File: src/rtl/mmspi_pkg.sv
package mmspi_pkg;

   // Setup word, packed so that a cast from bits 13:0 lands each field in place.
   typedef struct packed {
      logic [1:0] lmode;   // 13:12 data lane code
      logic [1:0] dummy;   // 11:10 dummy byte count
      logic [1:0] abytes;  // 9:8   address bytes minus one
      logic [7:0] opcode;  // 7:0
   } setup_t;

   localparam int SETUP_W = $bits(setup_t);

   typedef enum logic [1:0] {
      LM_ONE  = 2'd0,
      LM_TWO  = 2'd1,
      LM_RSVD = 2'd2,
      LM_FOUR = 2'd3
   } lane_code_e;

   typedef enum logic [2:0] {
      SQ_IDLE,
      SQ_HDR,
      SQ_DATA,
      SQ_DONE,
      SQ_ERR
   } seq_state_e;

   function automatic int lanes_of(logic [1:0] code);
      case (code)
         LM_FOUR: return 4;
         LM_TWO:  return 2;
         default: return 1;
      endcase
   endfunction

endpackage

File: src/rtl/mmspi_cfg_regs.sv
module mmspi_cfg_regs
   import mmspi_pkg::*;
#(
   parameter int NUM_CS  = 4,
   parameter int CS_W    = 2,
   parameter int SW_ADDR = 4
) (
   input  logic            clk,
   input  logic            rst_n,
   input  logic            we,
   input  logic [2:0]      addr,
   input  logic [31:0]     wdata,
   input  logic [CS_W-1:0] sel,
   output setup_t          sel_setup,
   output logic            mm_on
);

   setup_t slots [NUM_CS];

   logic unused_hi;
   assign unused_hi = ^wdata[31:SETUP_W];

   for (genvar g = 0; g < NUM_CS; g++) begin : g_slot
      setup_t slot_q;
      always_ff @(posedge clk or negedge rst_n) begin
         if (!rst_n)
            slot_q <= '0;
         else if (we && addr == 3'(g))
            slot_q <= setup_t'(wdata[SETUP_W-1:0]);
      end
      assign slots[g] = slot_q;
   end

   always_ff @(posedge clk or negedge rst_n) begin
      if (!rst_n)
         mm_on <= 1'b0;
      else if (we && addr == 3'(SW_ADDR))
         mm_on <= wdata[0];
   end

   always_comb begin
      if (int'(sel) < NUM_CS)
         sel_setup = slots[sel];
      else
         sel_setup = '0;
   end

   assert_switch_write_R6: assert property (@(posedge clk) disable iff (!rst_n)
      (we && addr == 3'(SW_ADDR)) |=> (mm_on == $past(wdata[0])))
      else $error("switch bit did not follow write");

endmodule

File: src/rtl/mmspi_req_check.sv
module mmspi_req_check #(
   parameter int NUM_CS    = 4,
   parameter int CS_W      = 2,
   parameter int ADDR_W    = 16,
   parameter int NB_W      = 3,
   parameter int MAX_BYTES = 4,
   parameter int WIN_SIZE  = 4096
) (
   input  logic              mm_on,
   input  logic [CS_W-1:0]   sel,
   input  logic [ADDR_W-1:0] addr,
   input  logic [NB_W-1:0]   nbytes,
   output logic              ok
);

   localparam int SUM_W = ADDR_W + 1;

   logic [SUM_W-1:0] end_off;
   logic             len_ok, win_ok, sel_ok;

   always_comb begin
      end_off = {1'b0, addr} + SUM_W'(nbytes);
      len_ok  = (nbytes != '0) && (int'(nbytes) <= MAX_BYTES);
      win_ok  = end_off <= SUM_W'(WIN_SIZE);
      sel_ok  = int'(sel) < NUM_CS;
      ok      = mm_on && len_ok && win_ok && sel_ok;
   end

endmodule

File: src/rtl/mmspi_seq.sv
module mmspi_seq
   import mmspi_pkg::*;
#(
   parameter int NUM_CS    = 4,
   parameter int CS_W      = 2,
   parameter int ADDR_W    = 16,
   parameter int NB_W      = 3,
   parameter int MAX_BYTES = 4
) (
   input  logic              clk,
   input  logic              rst_n,
   input  logic              req,
   input  logic              ok,
   input  logic [CS_W-1:0]   sel,
   input  setup_t            setup,
   input  logic [ADDR_W-1:0] addr,
   input  logic [NB_W-1:0]   nbytes,
   output logic              ready,
   output logic              err,
   output logic              cap_clr,
   output logic              cap_en,
   output logic [1:0]        lmode_q,
   output logic [NB_W-1:0]   nbytes_q,
   output logic              sclk,
   output logic [NUM_CS-1:0] cs_n,
   output logic              mosi
);

   localparam int HDR_BITS = 40;
   localparam int HCNT_W   = 7;
   localparam int DCNT_W   = $clog2(8 * MAX_BYTES + 1);

   seq_state_e          state;
   logic                phase;
   logic [HDR_BITS-1:0] sreg;
   logic [HCNT_W-1:0]   hdr_left;
   logic [DCNT_W-1:0]   dat_left;
   logic [HCNT_W-1:0]   hdr_beats;
   logic [DCNT_W-1:0]   dat_beats;
   logic [31:0]         addr_al;

   always_comb begin
      addr_al   = 32'(addr) << (8 * (3 - int'(setup.abytes)));
      hdr_beats = HCNT_W'(8 * (int'(setup.abytes) + 2 + int'(setup.dummy)));
      dat_beats = DCNT_W'((8 * int'(nbytes)) / lanes_of(setup.lmode));
   end

   always_ff @(posedge clk or negedge rst_n) begin
      if (!rst_n) begin
         state    <= SQ_IDLE;
         phase    <= 1'b0;
         sclk     <= 1'b0;
         cs_n     <= '1;
         sreg     <= '0;
         hdr_left <= '0;
         dat_left <= '0;
         lmode_q  <= '0;
         nbytes_q <= '0;
      end else begin
         case (state)
            SQ_IDLE: begin
               if (req) begin
                  if (ok) begin
                     state    <= SQ_HDR;
                     cs_n     <= ~(NUM_CS'(1) << sel);
                     sreg     <= {setup.opcode, addr_al};
                     hdr_left <= hdr_beats;
                     dat_left <= dat_beats;
                     lmode_q  <= setup.lmode;
                     nbytes_q <= nbytes;
                     phase    <= 1'b0;
                     sclk     <= 1'b0;
                  end else begin
                     state <= SQ_ERR;
                  end
               end
            end
            SQ_HDR: begin
               if (!phase) begin
                  phase <= 1'b1;
                  sclk  <= 1'b1;
               end else begin
                  phase    <= 1'b0;
                  sclk     <= 1'b0;
                  sreg     <= {sreg[HDR_BITS-2:0], 1'b0};
                  hdr_left <= hdr_left - 1'b1;
                  if (hdr_left == HCNT_W'(1))
                     state <= SQ_DATA;
               end
            end
            SQ_DATA: begin
               if (!phase) begin
                  phase <= 1'b1;
                  sclk  <= 1'b1;
               end else begin
                  phase    <= 1'b0;
                  sclk     <= 1'b0;
                  sreg     <= {sreg[HDR_BITS-2:0], 1'b0};
                  dat_left <= dat_left - 1'b1;
                  if (dat_left == DCNT_W'(1)) begin
                     state <= SQ_DONE;
                     cs_n  <= '1;
                  end
               end
            end
            default: state <= SQ_IDLE;
         endcase
      end
   end

   assign mosi    = sreg[HDR_BITS-1];
   assign ready   = (state == SQ_DONE) || (state == SQ_ERR);
   assign err     = (state == SQ_ERR);
   assign cap_clr = (state == SQ_IDLE) && req && ok;
   assign cap_en  = (state == SQ_DATA) && phase;

   assert_one_cs_R5: assert property (@(posedge clk) disable iff (!rst_n)
      $onehot0(~cs_n))
      else $error("more than one chip select low");

   assert_sclk_idle_R10: assert property (@(posedge clk) disable iff (!rst_n)
      (&cs_n) |-> !sclk)
      else $error("serial clock high with no chip select");

   assert_mosi_stable_R10: assert property (@(posedge clk) disable iff (!rst_n)
      sclk |-> $stable(mosi))
      else $error("lane 0 moved while clock high");

endmodule

File: src/rtl/mmspi_capture.sv
module mmspi_capture #(
   parameter int MAX_BYTES = 4,
   parameter int NB_W      = 3
) (
   input  logic                   clk,
   input  logic                   rst_n,
   input  logic                   clr,
   input  logic                   en,
   input  logic [1:0]             lmode,
   input  logic [3:0]             io_in,
   input  logic [NB_W-1:0]        nbytes,
   output logic [8*MAX_BYTES-1:0] data_o
);

   localparam int DW = 8 * MAX_BYTES;

   logic [DW-1:0] shreg;

   always_ff @(posedge clk or negedge rst_n) begin
      if (!rst_n)
         shreg <= '0;
      else if (clr)
         shreg <= '0;
      else if (en) begin
         case (lmode)
            2'd3:    shreg <= {shreg[DW-5:0], io_in[3:0]};
            2'd1:    shreg <= {shreg[DW-3:0], io_in[1:0]};
            default: shreg <= {shreg[DW-2:0], io_in[1]};
         endcase
      end
   end

   // Received stream is big-endian in the low 8*nbytes bits; the first byte goes to lane 0 of the word.
   for (genvar k = 0; k < MAX_BYTES; k++) begin : g_byte
      logic [DW-1:0] moved;
      always_comb begin
         moved = '0;
         if (k < int'(nbytes))
            moved = shreg >> (8 * (int'(nbytes) - 1 - k));
      end
      assign data_o[8*k +: 8] = moved[7:0];
   end

endmodule

File: src/rtl/mmspi_read_engine.sv
module mmspi_read_engine
   import mmspi_pkg::*;
#(
   parameter int NUM_CS    = 4,
   parameter int ADDR_W    = 16,
   parameter int WIN_SIZE  = 4096,
   parameter int MAX_BYTES = 4
) (
   input  logic                   clk,
   input  logic                   rst_n,
   input  logic                   cfg_we,
   input  logic [2:0]             cfg_addr,
   input  logic [31:0]            cfg_wdata,
   input  logic [1:0]             win_sel,
   input  logic                   rd_req,
   input  logic [ADDR_W-1:0]      rd_addr,
   input  logic [2:0]             rd_nbytes,
   output logic                   rd_ready,
   output logic                   rd_err,
   output logic [8*MAX_BYTES-1:0] rd_data,
   output logic                   spi_own,
   output logic                   spi_sclk,
   output logic [NUM_CS-1:0]      spi_cs_n,
   output logic                   spi_mosi,
   input  logic [3:0]             spi_io_in
);

   localparam int CS_W = 2;
   localparam int NB_W = 3;

   if (NUM_CS < 2 || NUM_CS > 4) begin : g_bad_cs
      $error("NUM_CS must be 2..4");
   end
   if (MAX_BYTES < 1 || MAX_BYTES > 4) begin : g_bad_bytes
      $error("MAX_BYTES must be 1..4");
   end
   if (ADDR_W > 32 || WIN_SIZE < 1 || WIN_SIZE > (2 ** ADDR_W)) begin : g_bad_win
      $error("window does not fit the address width");
   end

   setup_t          sel_setup;
   logic            mm_on;
   logic            acc_ok;
   logic            cap_clr, cap_en;
   logic [1:0]      lmode_q;
   logic [NB_W-1:0] nbytes_q;

   mmspi_cfg_regs #(.NUM_CS(NUM_CS), .CS_W(CS_W), .SW_ADDR(4)) u_cfg (
      .clk(clk), .rst_n(rst_n), .we(cfg_we), .addr(cfg_addr), .wdata(cfg_wdata),
      .sel(win_sel), .sel_setup(sel_setup), .mm_on(mm_on)
   );

   mmspi_req_check #(
      .NUM_CS(NUM_CS), .CS_W(CS_W), .ADDR_W(ADDR_W), .NB_W(NB_W),
      .MAX_BYTES(MAX_BYTES), .WIN_SIZE(WIN_SIZE)
   ) u_chk (
      .mm_on(mm_on), .sel(win_sel), .addr(rd_addr), .nbytes(rd_nbytes), .ok(acc_ok)
   );

   mmspi_seq #(
      .NUM_CS(NUM_CS), .CS_W(CS_W), .ADDR_W(ADDR_W), .NB_W(NB_W), .MAX_BYTES(MAX_BYTES)
   ) u_seq (
      .clk(clk), .rst_n(rst_n), .req(rd_req), .ok(acc_ok), .sel(win_sel),
      .setup(sel_setup), .addr(rd_addr), .nbytes(rd_nbytes),
      .ready(rd_ready), .err(rd_err), .cap_clr(cap_clr), .cap_en(cap_en),
      .lmode_q(lmode_q), .nbytes_q(nbytes_q),
      .sclk(spi_sclk), .cs_n(spi_cs_n), .mosi(spi_mosi)
   );

   mmspi_capture #(.MAX_BYTES(MAX_BYTES), .NB_W(NB_W)) u_cap (
      .clk(clk), .rst_n(rst_n), .clr(cap_clr), .en(cap_en), .lmode(lmode_q),
      .io_in(spi_io_in), .nbytes(nbytes_q), .data_o(rd_data)
   );

   assign spi_own = mm_on;

   assert_ready_cs_high_R8: assert property (@(posedge clk) disable iff (!rst_n)
      rd_ready |-> (&spi_cs_n))
      else $error("chip select low in ready cycle");

   assert_err_no_serial_R7: assert property (@(posedge clk) disable iff (!rst_n)
      rd_err |-> (!spi_sclk && (&spi_cs_n)))
      else $error("serial activity on refused read");

   assert_no_own_no_cs_R6: assert property (@(posedge clk) disable iff (!rst_n)
      (!spi_own && $past(!spi_own)) |-> (&spi_cs_n))
      else $error("chip select low while pins not owned");

endmodule

File: config.mk
export PLATFORM = sky130hd
export DESIGN_NAME = mmspi_read_engine
export DESIGN_NICKNAME = d
export VERILOG_FILES = /design/src/rtl/mmspi_pkg.sv /design/src/rtl/mmspi_cfg_regs.sv /design/src/rtl/mmspi_req_check.sv /design/src/rtl/mmspi_seq.sv /design/src/rtl/mmspi_capture.sv /design/src/rtl/mmspi_read_engine.sv
export SDC_FILE = /design/constraint.sdc
export NUM_CORES = 1
export LEC_CHECK = 0
export BUFFER_PORTS_ARGS = -buffer_cell sky130_fd_sc_hd__clkbuf_2
export CAP_MARGIN = 5
export CORE_ASPECT_RATIO = 1.25
export CORE_MARGIN = 2
export CORE_UTILIZATION = 37
export CTS_CLUSTER_SIZE = 14
export DETAILED_ROUTE_END_ITERATION = 16
export GPL_ROUTABILITY_DRIVEN = 0
export MAX_ROUTING_LAYER = met4
export PLACE_DENSITY = 0.58
export SLEW_MARGIN = 20
export SYNTH_ARGS = -nofsm -noshare
export SYNTH_HDL_FRONTEND = slang
export SYNTH_SLANG_ARGS = --single-unit
File: constraint.sdc
create_clock -name clk -period 72 [get_ports clk]
set_input_delay 14.4 -clock clk [delete_from_list [all_inputs] [get_ports clk]]
set_output_delay 14.4 -clock clk [all_outputs]
set_load 0.05 [all_outputs]
# Word-level counts from Yosys, hierarchy flattened
# Index checks and enable logic that the tools add are counted.
word_totals:
  word_cells: 139
  register_bits: 155
  inputBits: 64
  out_inout_bits: 41
op_classes:
  n_lt_le_gt_ge: 7
  muxes: 39
  reduce_logical: 27
  bitwise_logic: 2
  n_shift: 6
  n_eq_ne: 21
  n_addsub: 10
  div_mod_pow: 1
op_table:
  columns: ["op", "count"]
  rows:
  - ["right shift 32 x 32 -> 8 bit", 4]
  - ["2-to-1 mux 40 bit", 3]
  - ["one-hot mux 40 bit (2 select lines)", 1]
  - ["2-to-1 mux 32 bit", 2]
  - ["one-hot mux 32 bit (2 select lines)", 1]
  - ["subtractor 29 x 3 -> 29 bit, second input constant", 2]
  - ["divider 7 x 32 -> 32 bit", 1]
  - ["2-to-1 mux 8 bit", 4]
  - ["left shift 16 x 32 -> 32 bit", 1]
  - ["subtractor 29 x 2 -> 29 bit, second input constant", 1]
  - ["binary-select mux 14 bit (select 2 bit)", 1]
  - ["2-to-1 mux 14 bit", 2]
  - ["2-to-1 mux 7 bit", 3]
  - ["2-to-1 mux 3 bit", 6]
  - ["2-to-1 mux 6 bit", 3]
  - ["adder 16 x 3 -> 17 bit", 1]
  - ["<= comparator 17 x 13 -> 1 bit, second input constant", 1]
  - ["2-to-1 mux 4 bit", 4]
  - ["one-hot mux 7 bit (2 select lines)", 1]
  - ["equality test 3 x 2 -> 1 bit, second input constant", 4]
  - ["!= test 2 x 1 -> 1 bit, second input constant", 6]
  - ["one-hot mux 6 bit (2 select lines)", 1]
  - ["AND reduction 4 bit", 3]
  - ["logical AND 1 bit", 11]
  - ["other kinds (32)", 46]

# Logic depth before layout (Yosys ltp)
# Gate-level depths: netlist of run 1.
depth:
  word_depth: 10
  depth_mapped: 301

# By module
# From an unflattened synthesis of run 1, not the netlist that was laid out.
unflattened:
  cells_unflattened: 3573
  area_unflattened_um2: 27879.2
by_module_without_submodules:
  columns: ["module", "cells_each", "area_per_inst_um2", "instances"]
  rows:
  - ["mmspi_seq", 3005, 21864.7, 1]
  - ["mmspi_capture", 379, 3153.0, 1]
  - ["mmspi_cfg_regs", 142, 2512.4, 1]
  - ["mmspi_req_check", 47, 349.1, 1]

# Worst setup path after synthesis of run 1
# No wires, ideal clock.
synth_timing:
  kind: "in2reg"
  startpoint: "input win_sel[0]"
  endpoint: "register u_seq.dat_left[0]"
  path_stages: 283
  setup_time_ns: 0.140
  path_slack_ns: 0.648
  arrival_time_ns: 71.212
  path_cell_list: "buf_4 > mux4_2 > buf_6 > and2_1 > inv_1 > ha_1 > nor2b_1 > a41oi_1 > o21ai_2 > mux2_2 > ha_1 > a21oi_1 > o21a_1 > nand2_1 > nor3_1 > or2_1 > nor2_1 > ha_1 > [247 not listed] > nand4_1 > clkbuf_1 > a21oi_1 > ha_1 > a21boi_1 > a2111oi_2 > and2_1 > nand4_2 > xnor2_1 > o21ai_1 > ha_1 > nor2_1 > nand2_1 > a21oi_1 > and4_1 > o2111ai_1 > a2111oi_2 > a41oi_2"
synth_between:
  elab_chain_cells: 10
  word_cells_on_any_way: 11
  cone_classes: "div: 1; eq/ne: 2; mux: 7; bitwise: 1"
synth_lines:
  columns: ["element", "line_no", "rtl"]
  rows:
  - ["from (decl)", "mmspi_read_engine.sv:14", "input logic [1:0] win_sel,"]
  - ["NOT 2 -> 3 bit (implied by the code) *", "mmspi_cfg_regs.sv:43", "sel_setup = slots[sel];"]
  - ["binary-select mux 14 bit (select 2 bit) *", "mmspi_cfg_regs.sv:43", null]
  - ["2-to-1 mux 14 bit (implied by the code) * (2 in series)", "mmspi_cfg_regs.sv:43", null]
  - ["equality test 2 x 1 -> 1 bit or equality test 2 bit (tied branches)", "mmspi_pkg.sv:29", "case (code)"]
  - ["one-hot mux 3 bit (2 select lines) *", "mmspi_pkg.sv:29", null]
  - ["divider 7 x 32 -> 32 bit *", "mmspi_seq.sv:45", "dat_beats = DCNT_W'((8 * int'(nbytes)) / lanes_of(setup.lmode));"]
  - ["2-to-1 mux 6 bit *", "mmspi_seq.sv:63", "if (ok) begin"]
  - ["2-to-1 mux 6 bit *", "mmspi_seq.sv:62", "if (req) begin"]
  - ["one-hot mux 6 bit (2 select lines) *", "mmspi_seq.sv:60", "case (state)"]
  - ["to (signal assigned)", "mmspi_seq.sv:68", "dat_left <= dat_beats;"]
  - ["to (signal assigned)", "mmspi_seq.sv:99", "dat_left <= dat_left - 1'b1;"]
  - ["to (decl)", "mmspi_seq.sv:37", "logic [DCNT_W-1:0] dat_left;"]
# Every way passes the cells marked *; elsewhere a longest branch is shown, timed or not. The select of a mux whose other input is x is not followed.
# A chain may end at the register's enable or synchronous reset.

# Worst setup path in the final report of run 1
# Ends and elaborated chain as after synthesis.

==> summary.md, run 1 <==
| Metric | Value |
|---|---|
| Reg2reg path depth | `253` |
| Fmax | `14.7 MHz` |
| Root Buffer | `clkbuf_16` |
| Critical path capture point type | `flop` |
| Layout cells sized above 1 | `0.182` |
| Crit Path Max Fanout | `12` |
| DRC errors left | `0` |
| Slowest CP cell | `or4_1` |
| Die Width | `253 um` |
| Crit share post-route | `0.944` |
| Synth top area share | `0.132` |
| Hold Worst Slack | `479 ps` |
| Port buffer count | `86` |
| Clock Path Buffers | `2` |
| Vias | `31.3k` |
| Synthesized area | `28700 um^2` |
| Commonest cells after routing, fill and taps aside | `nor2_1 (400), nand2_1 (346), a21oi_1 (249)` |
| CTS clk-pin slew, worst paths | `60 ps` |
| Number of H-tree levels | `4` |
| TritonCTS Buffers | `17` |
| Critical Path AT | `68270 ps` |
| Die Y | `315 um` |
| Synth cell types | `151` |
| Hold Crit Depth | `2` |
| ANT nets after route | `0` |
| Synth async-reset ratio | `1.00` |
| MaxCap Viol Count | `0` |
| Antenna violations before repair | `1` |
| Dpl hpwl | `76700 um` |
| CORE AREA | `77000 um^2` |
| Total Routing Usage GR | `0.241` |
| I/O Pins | `105` |
| Vias in the first global route | `29.5k` |
| Synth top area cells | `dfrtp_1 (13%), nor2_1 (5.3%), ha_1 (4.9%)` |
| Post-synth top flop | `dfrtp_1` |
| Slew headroom | `0.283` |
| Area leader, netlist | `dfrtp_1` |
| Crit path time final | `67980 ps` |
| Vias per cell | `6.26` |
| Final Skew | `11.9 ps` |
| Most common cell after layout, fill and taps aside | `nor2_1` |
| Status | `completed` |
| Seq/Total Area, Yosys | `0.135` |
| Kind of critical path | `input port to flop` |
| CP required | `72290 ps` |
| Starting density of the core | `0.372` |
| Die area | `79700 um^2` |
| Post-synth EDFFs | `0` |
| CTS tree | `yes` |
| Worst Tran Pin Value | `1070 ps` |
| Detailed Routing Iterations Pass 1 | `6` |
| Average wire per standard cell | `19.4 um` |
| Synth-to-layout area growth | `12.6%` |
| Yosys warns | `0` |
| CTS sink cnt | `155` |
| Worst hold path type | `flop to flop` |
| Most frequent CP cell | `ha_1` |
| Layout net count | `4170` |
| Largest net degree at the start of global routing | `81` |
| Max-slew violation count | `0` |
| Initial DRC Count | `2655` |
| Critical path's largest stage delay | `820 ps` |
| Mapped Cells | `3821` |
| Num rows | `114` |
| Post-synthesis register bit count | `155` |
| Final setup vio count | `0` |
| Final WL | `96900 um` |
| First-pass GRT wire length | `155000 um` |
| Post-Syn Area per Cell | `7.50 um^2` |
| Final-report hold violation count | `0` |
| Clk_lat worst skew | `440 ps` |
| Crit start category | `input port` |
| Overflow after GRT | `0` |
| R2R Setup Slk | `17830 ps` |
| Post-CTS Hold Fix Bufs | `0` |
## cells in the mapped netlist, drive strengths merged, types with 64 or more instances
cell type	count
nor2	417
nand2	354
a21oi	265
o21ai	255
nor3	158
nand3	156
dfrtp	151
xnor2	120
ha	112
a211oi	90
clkbuf	88
mux2i	82
buf	78
mux2	77
inv	74
and3	65
nor2b	64
o21a	64
## kinds of logic after synthesis
family,Yosys count,share of synthesized area
buf+inv,240,0.0366
fa+ha+maj,119,0.0524
other cells,1,0.000131
flops,155,0.135
xor+xnor,170,0.0536
mux,205,0.0954
compound gates,1279,0.325
simple gates,1652,0.302
## cell type report
type                            count  area, um^2
Clock inverter                     11         161
Sequential cell                   155        3890
Multi-Input combinational cell   3452       24300
Clock buffer                       19         453
Antenna cell                        1        2.50
Tap cell                          986        1230
Fill cell                        8078       44700
Timing Repair Buffer              291        1980
Inverter                           74         278
## repair_timing
item | 4_1_cts | 5_1_grt
resized for setup | 0 | 92
endpoints found under the setup margin | 0 | 3
buffers inserted | 0 | 12
## sequential cells by signal, indices dropped and copies added (netlist names)
name,count
u_seq.nbytes_q,3
u_cap.shreg,32
u_cfg.g_slot.slot_q,56
u_seq.sreg,40
u_seq.dat_left,6
u_seq.state,3
u_seq.cs_n,4
u_seq.sclk,1
u_seq.lmode_q,2
u_cfg.mm_on,1
u_seq.hdr_left,7
## stage by stage
stage                     instances  setup TNS (ps)  setup WS [ps]  instance area, um^2   util
after floorplan                3846               0            648                28800      -
after global placement         4943               0            564                31200  0.405
after detailed placement       4944               0            291                31200  0.405
after CTS                      4974               0            536                31800  0.413
after global routing           4989           -98.3          -98.3                32300  0.419
final                          4989               0           4020                32300  0.419
## path summary, 6_finish.rpt
kind	start	to
max	win_sel[0]	u_seq.dat_left[0]
min	u_seq.sreg[27]	u_seq.sreg[27]
max reg2reg	u_cfg.g_slot[3].slot_q[12]	u_seq.dat_left[0]
min reg2reg	u_seq.sreg[27]	u_seq.sreg[27]
max in group asynchronous	rst_n	u_cfg.g_slot[2].slot_q[1]
min in group asynchronous	rst_n	u_seq.nbytes_q[1]
## routing by layer
layer / vias up / GRT usage / share of wire
met2: 929 / 0.412 / 0.49
met1: 14985 / 0.296 / 0.43
met5: - / - / 0
met4: 0 / 0.0897 / 0.040
met3: 245 / 0.0196 / 0.045
li1: 15097 / - / -
## worst max-delay path, delay by kind of cell
family                     cells  cell delay, ps
AOI/OAI and AO/OA             95           18820
xor gates and xnor gates       1             200
adders and majority gates     27            8080
buffers and inverters         17            2530
muxes                          9            3090
and+or+nand+nor              105           21060
Power of run 1 is left out: the tool's default activity adds up to more than one toggle a clock period on the data nets, which glitch-free logic cannot reach.
==> run 2: changes to the inputs <==
--- a/config.mk
+++ b/config.mk
@@ -15,6 +15,7 @@
 export GPL_ROUTABILITY_DRIVEN = 0
 export MAX_ROUTING_LAYER = met4
 export PLACE_DENSITY = 0.58
+export RECOVER_POWER = 50
 export SLEW_MARGIN = 20
 export SYNTH_ARGS = -nofsm -noshare
 export SYNTH_HDL_FRONTEND = slang
==> run 2 against run 1 <==
The run now ends with max-capacitance violations, max-slew violations left. Non-clock buffer count stayed put. Sequential share of layout area about the same. Setup slack worse by 110 ps. Final area is 0.23% lower. Clock-buffer cell count unchanged. Maximum frequency shrank 0.16%. First-iteration DRC count shrank 3.6%. Die area is the same. Hold slack barely moved. Largest cell class unchanged.
==> summary.md, run 2 (synthesis gave the netlist of run 1 again) <==
| Metric | Value |
|---|---|
| Final setup vio count | `0 (unchanged)` |
| Total Routing Usage GR | `0.241 (unchanged)` |
| Root Buffer | `clkbuf_16` |
| Vias | `31.2k (-0.035%)` |
| Worst Tran Pin Value | `4480 ps (+3410 ps)` |
| Slew headroom | `-1.99 (-2.27)` |
| Slowest CP cell | `or4_1` |
| Post-CTS Hold Fix Bufs | `0 (unchanged)` |
| Crit Path Max Fanout | `12 (unchanged)` |
| Critical path's largest stage delay | `820 ps (about the same)` |
| CTS sink cnt | `155 (unchanged)` |
| Vias per cell | `6.26 (about the same)` |
| Largest net degree at the start of global routing | `81 (unchanged)` |
| Dpl hpwl | `76700 um (unchanged)` |
| Clock Path Buffers | `2 (unchanged)` |
| Max-slew violation count | `158 (+158)` |
| Number of H-tree levels | `4 (unchanged)` |
| Fillers | `8095 (+0.21%)` |
| First-pass GRT wire length | `155000 um (unchanged)` |
| Die Y | `315 um (unchanged)` |
| Final WL | `96900 um (about the same)` |
| Vias in the first global route | `29.5k (unchanged)` |
| CTS tree | `yes` |
| Failing checks | `max-capacitance violations, max-slew violations` |
| TritonCTS Buffers | `17 (unchanged)` |
| CORE AREA | `77000 um^2 (unchanged)` |
| Post-route setup slack | `3910 ps (-111 ps)` |
| Final-report hold violation count | `0 (unchanged)` |
| Kind of critical path | `input port to flop` |
| Fmax | `14.7 MHz (-0.16%)` |
| Overflow after GRT | `0 (unchanged)` |
| Commonest cells after routing, fill and taps aside | `nor2_1 (400), nand2_1 (346), a21oi_1 (249)` |
| Pre-CTS WS | `291 ps (unchanged)` |
| Average wire per standard cell | `19.4 um (about the same)` |
| DRC errors left | `0 (unchanged)` |
| Clk_lat worst skew | `440 ps (about the same)` |
| CP required | `72290 ps (about the same)` |
| Critical Path AT | `68380 ps (+110 ps)` |
| Die area | `79700 um^2 (unchanged)` |
| Status | `finished, violations left` |
| Initial DRC Count | `2559 (-3.6%)` |
| Die Width | `253 um (unchanged)` |
| CTS clk-pin slew, worst paths | `60 ps (about the same)` |
| Starting density of the core | `0.372 (unchanged)` |
| Biggest regs | `u_cfg.g_slot.slot_q x56, u_seq.sreg x40, u_cap.shreg x32` |
| Final Skew | `15.1 ps (+3.22 ps)` |
| Most common cell after layout, fill and taps aside | `nor2_1` |
| Layout cells sized above 1 | `0.178 (-0.00450)` |
| Layout net count | `4170 (unchanged)` |
| I/O Pins | `105 (unchanged)` |
| Detailed Routing Iterations Pass 1 | `6 (unchanged)` |
| Crit share post-route | `0.946 (+0.00155)` |
| Crit path time final | `68090 ps (+111 ps)` |
| ANT nets after route | `0 (unchanged)` |
| Num rows | `114 (unchanged)` |
| Port buffer count | `86 (unchanged)` |
| Most frequent CP cell | `ha_1` |
| Crit start category | `input port` |
| Largest reg by FF count | `u_cfg.g_slot.slot_q` |
| Antenna violations before repair | `1 (unchanged)` |
| Critical path capture point type | `flop` |
| MaxCap Viol Count | `2 (+2)` |
| Synth-to-layout area growth | `12.4%` |
| Largest register FFs | `56 (unchanged)` |
| Worst hold path type | `flop to flop` |
-- run 2: cell type report --
cell class | count | area (um^2) | area share
Multi-Input combinational cell | 3452 | 24300 | 0.753
Clock inverter | 11 | 161 | 0.00501
Antenna cell | 1 | 2.50 | 0.0000777
Inverter | 74 | 278 | 0.00862
Timing Repair Buffer | 291 | 1940 | 0.0603
Sequential cell | 155 | 3890 | 0.121
Tap cell | 986 | 1230 | 0.0383
Clock buffer | 19 | 453 | 0.0141
-- run 2: what timing repair did --
action / in CTS / in global routing
endpoints found under the hold margin: 0 / 0
setup buffers: 0 / 12
setup endpoints to repair: 0 / 3
gates resized for setup: 0 / 92
-- run 2: critical path, delay by kind of cell --
kind                       cells  cell delay, ps
and+or+nand+nor              105           21090
AOI/OAI and AO/OA             95           18880
adders and majority gates     27            8080
muxes                          9            3100
buffers and inverters         17            2520
xor gates and xnor gates       1             210
-- run 2: final timing paths --
kind / from / end / slack, ps / cells past startpoint
worst max register to register: u_cfg.g_slot[3].slot_q[12] / u_seq.dat_left[0] / 17720 / 253
max in group asynchronous: rst_n / u_cfg.g_slot[2].slot_q[1] / 50950 / 2
worst min register to register: u_seq.sreg[27] / u_seq.sreg[27] / 480 / 2
worst min-delay path: u_seq.sreg[27] / u_seq.sreg[27] / 480 / 2
worst max-delay path: win_sel[0] / u_seq.dat_left[0] / 3910 / 254
min in group asynchronous: rst_n / u_cap.shreg[0] / 15550 / 1
-- run 2: layer usage --
layer | up-vias | global-route usage | routed length [um]
met2 | 910 | 0.412 | 47400
li1 | 15092 | - | -
met3 | 233 | 0.0196 | 4140
met1 | 15010 | 0.296 | 41700
met4 | 0 | 0.0897 | 3660
met5 | - | - | 0
-- run 2: metrics by stage --
stage	cell area (um^2)	std cells	utilization	hold WS, ps	setup TNS, ps
floorplan	28800	3846	-	445	0
global placement	31200	4943	0.405	454	0
detailed placement	31200	4944	0.405	465	0
CTS	31800	4974	0.413	485	0
global route	32200	4989	0.418	509	-103
finish	32200	4989	0.418	479	0
Power of run 2 is left out for the same reason.
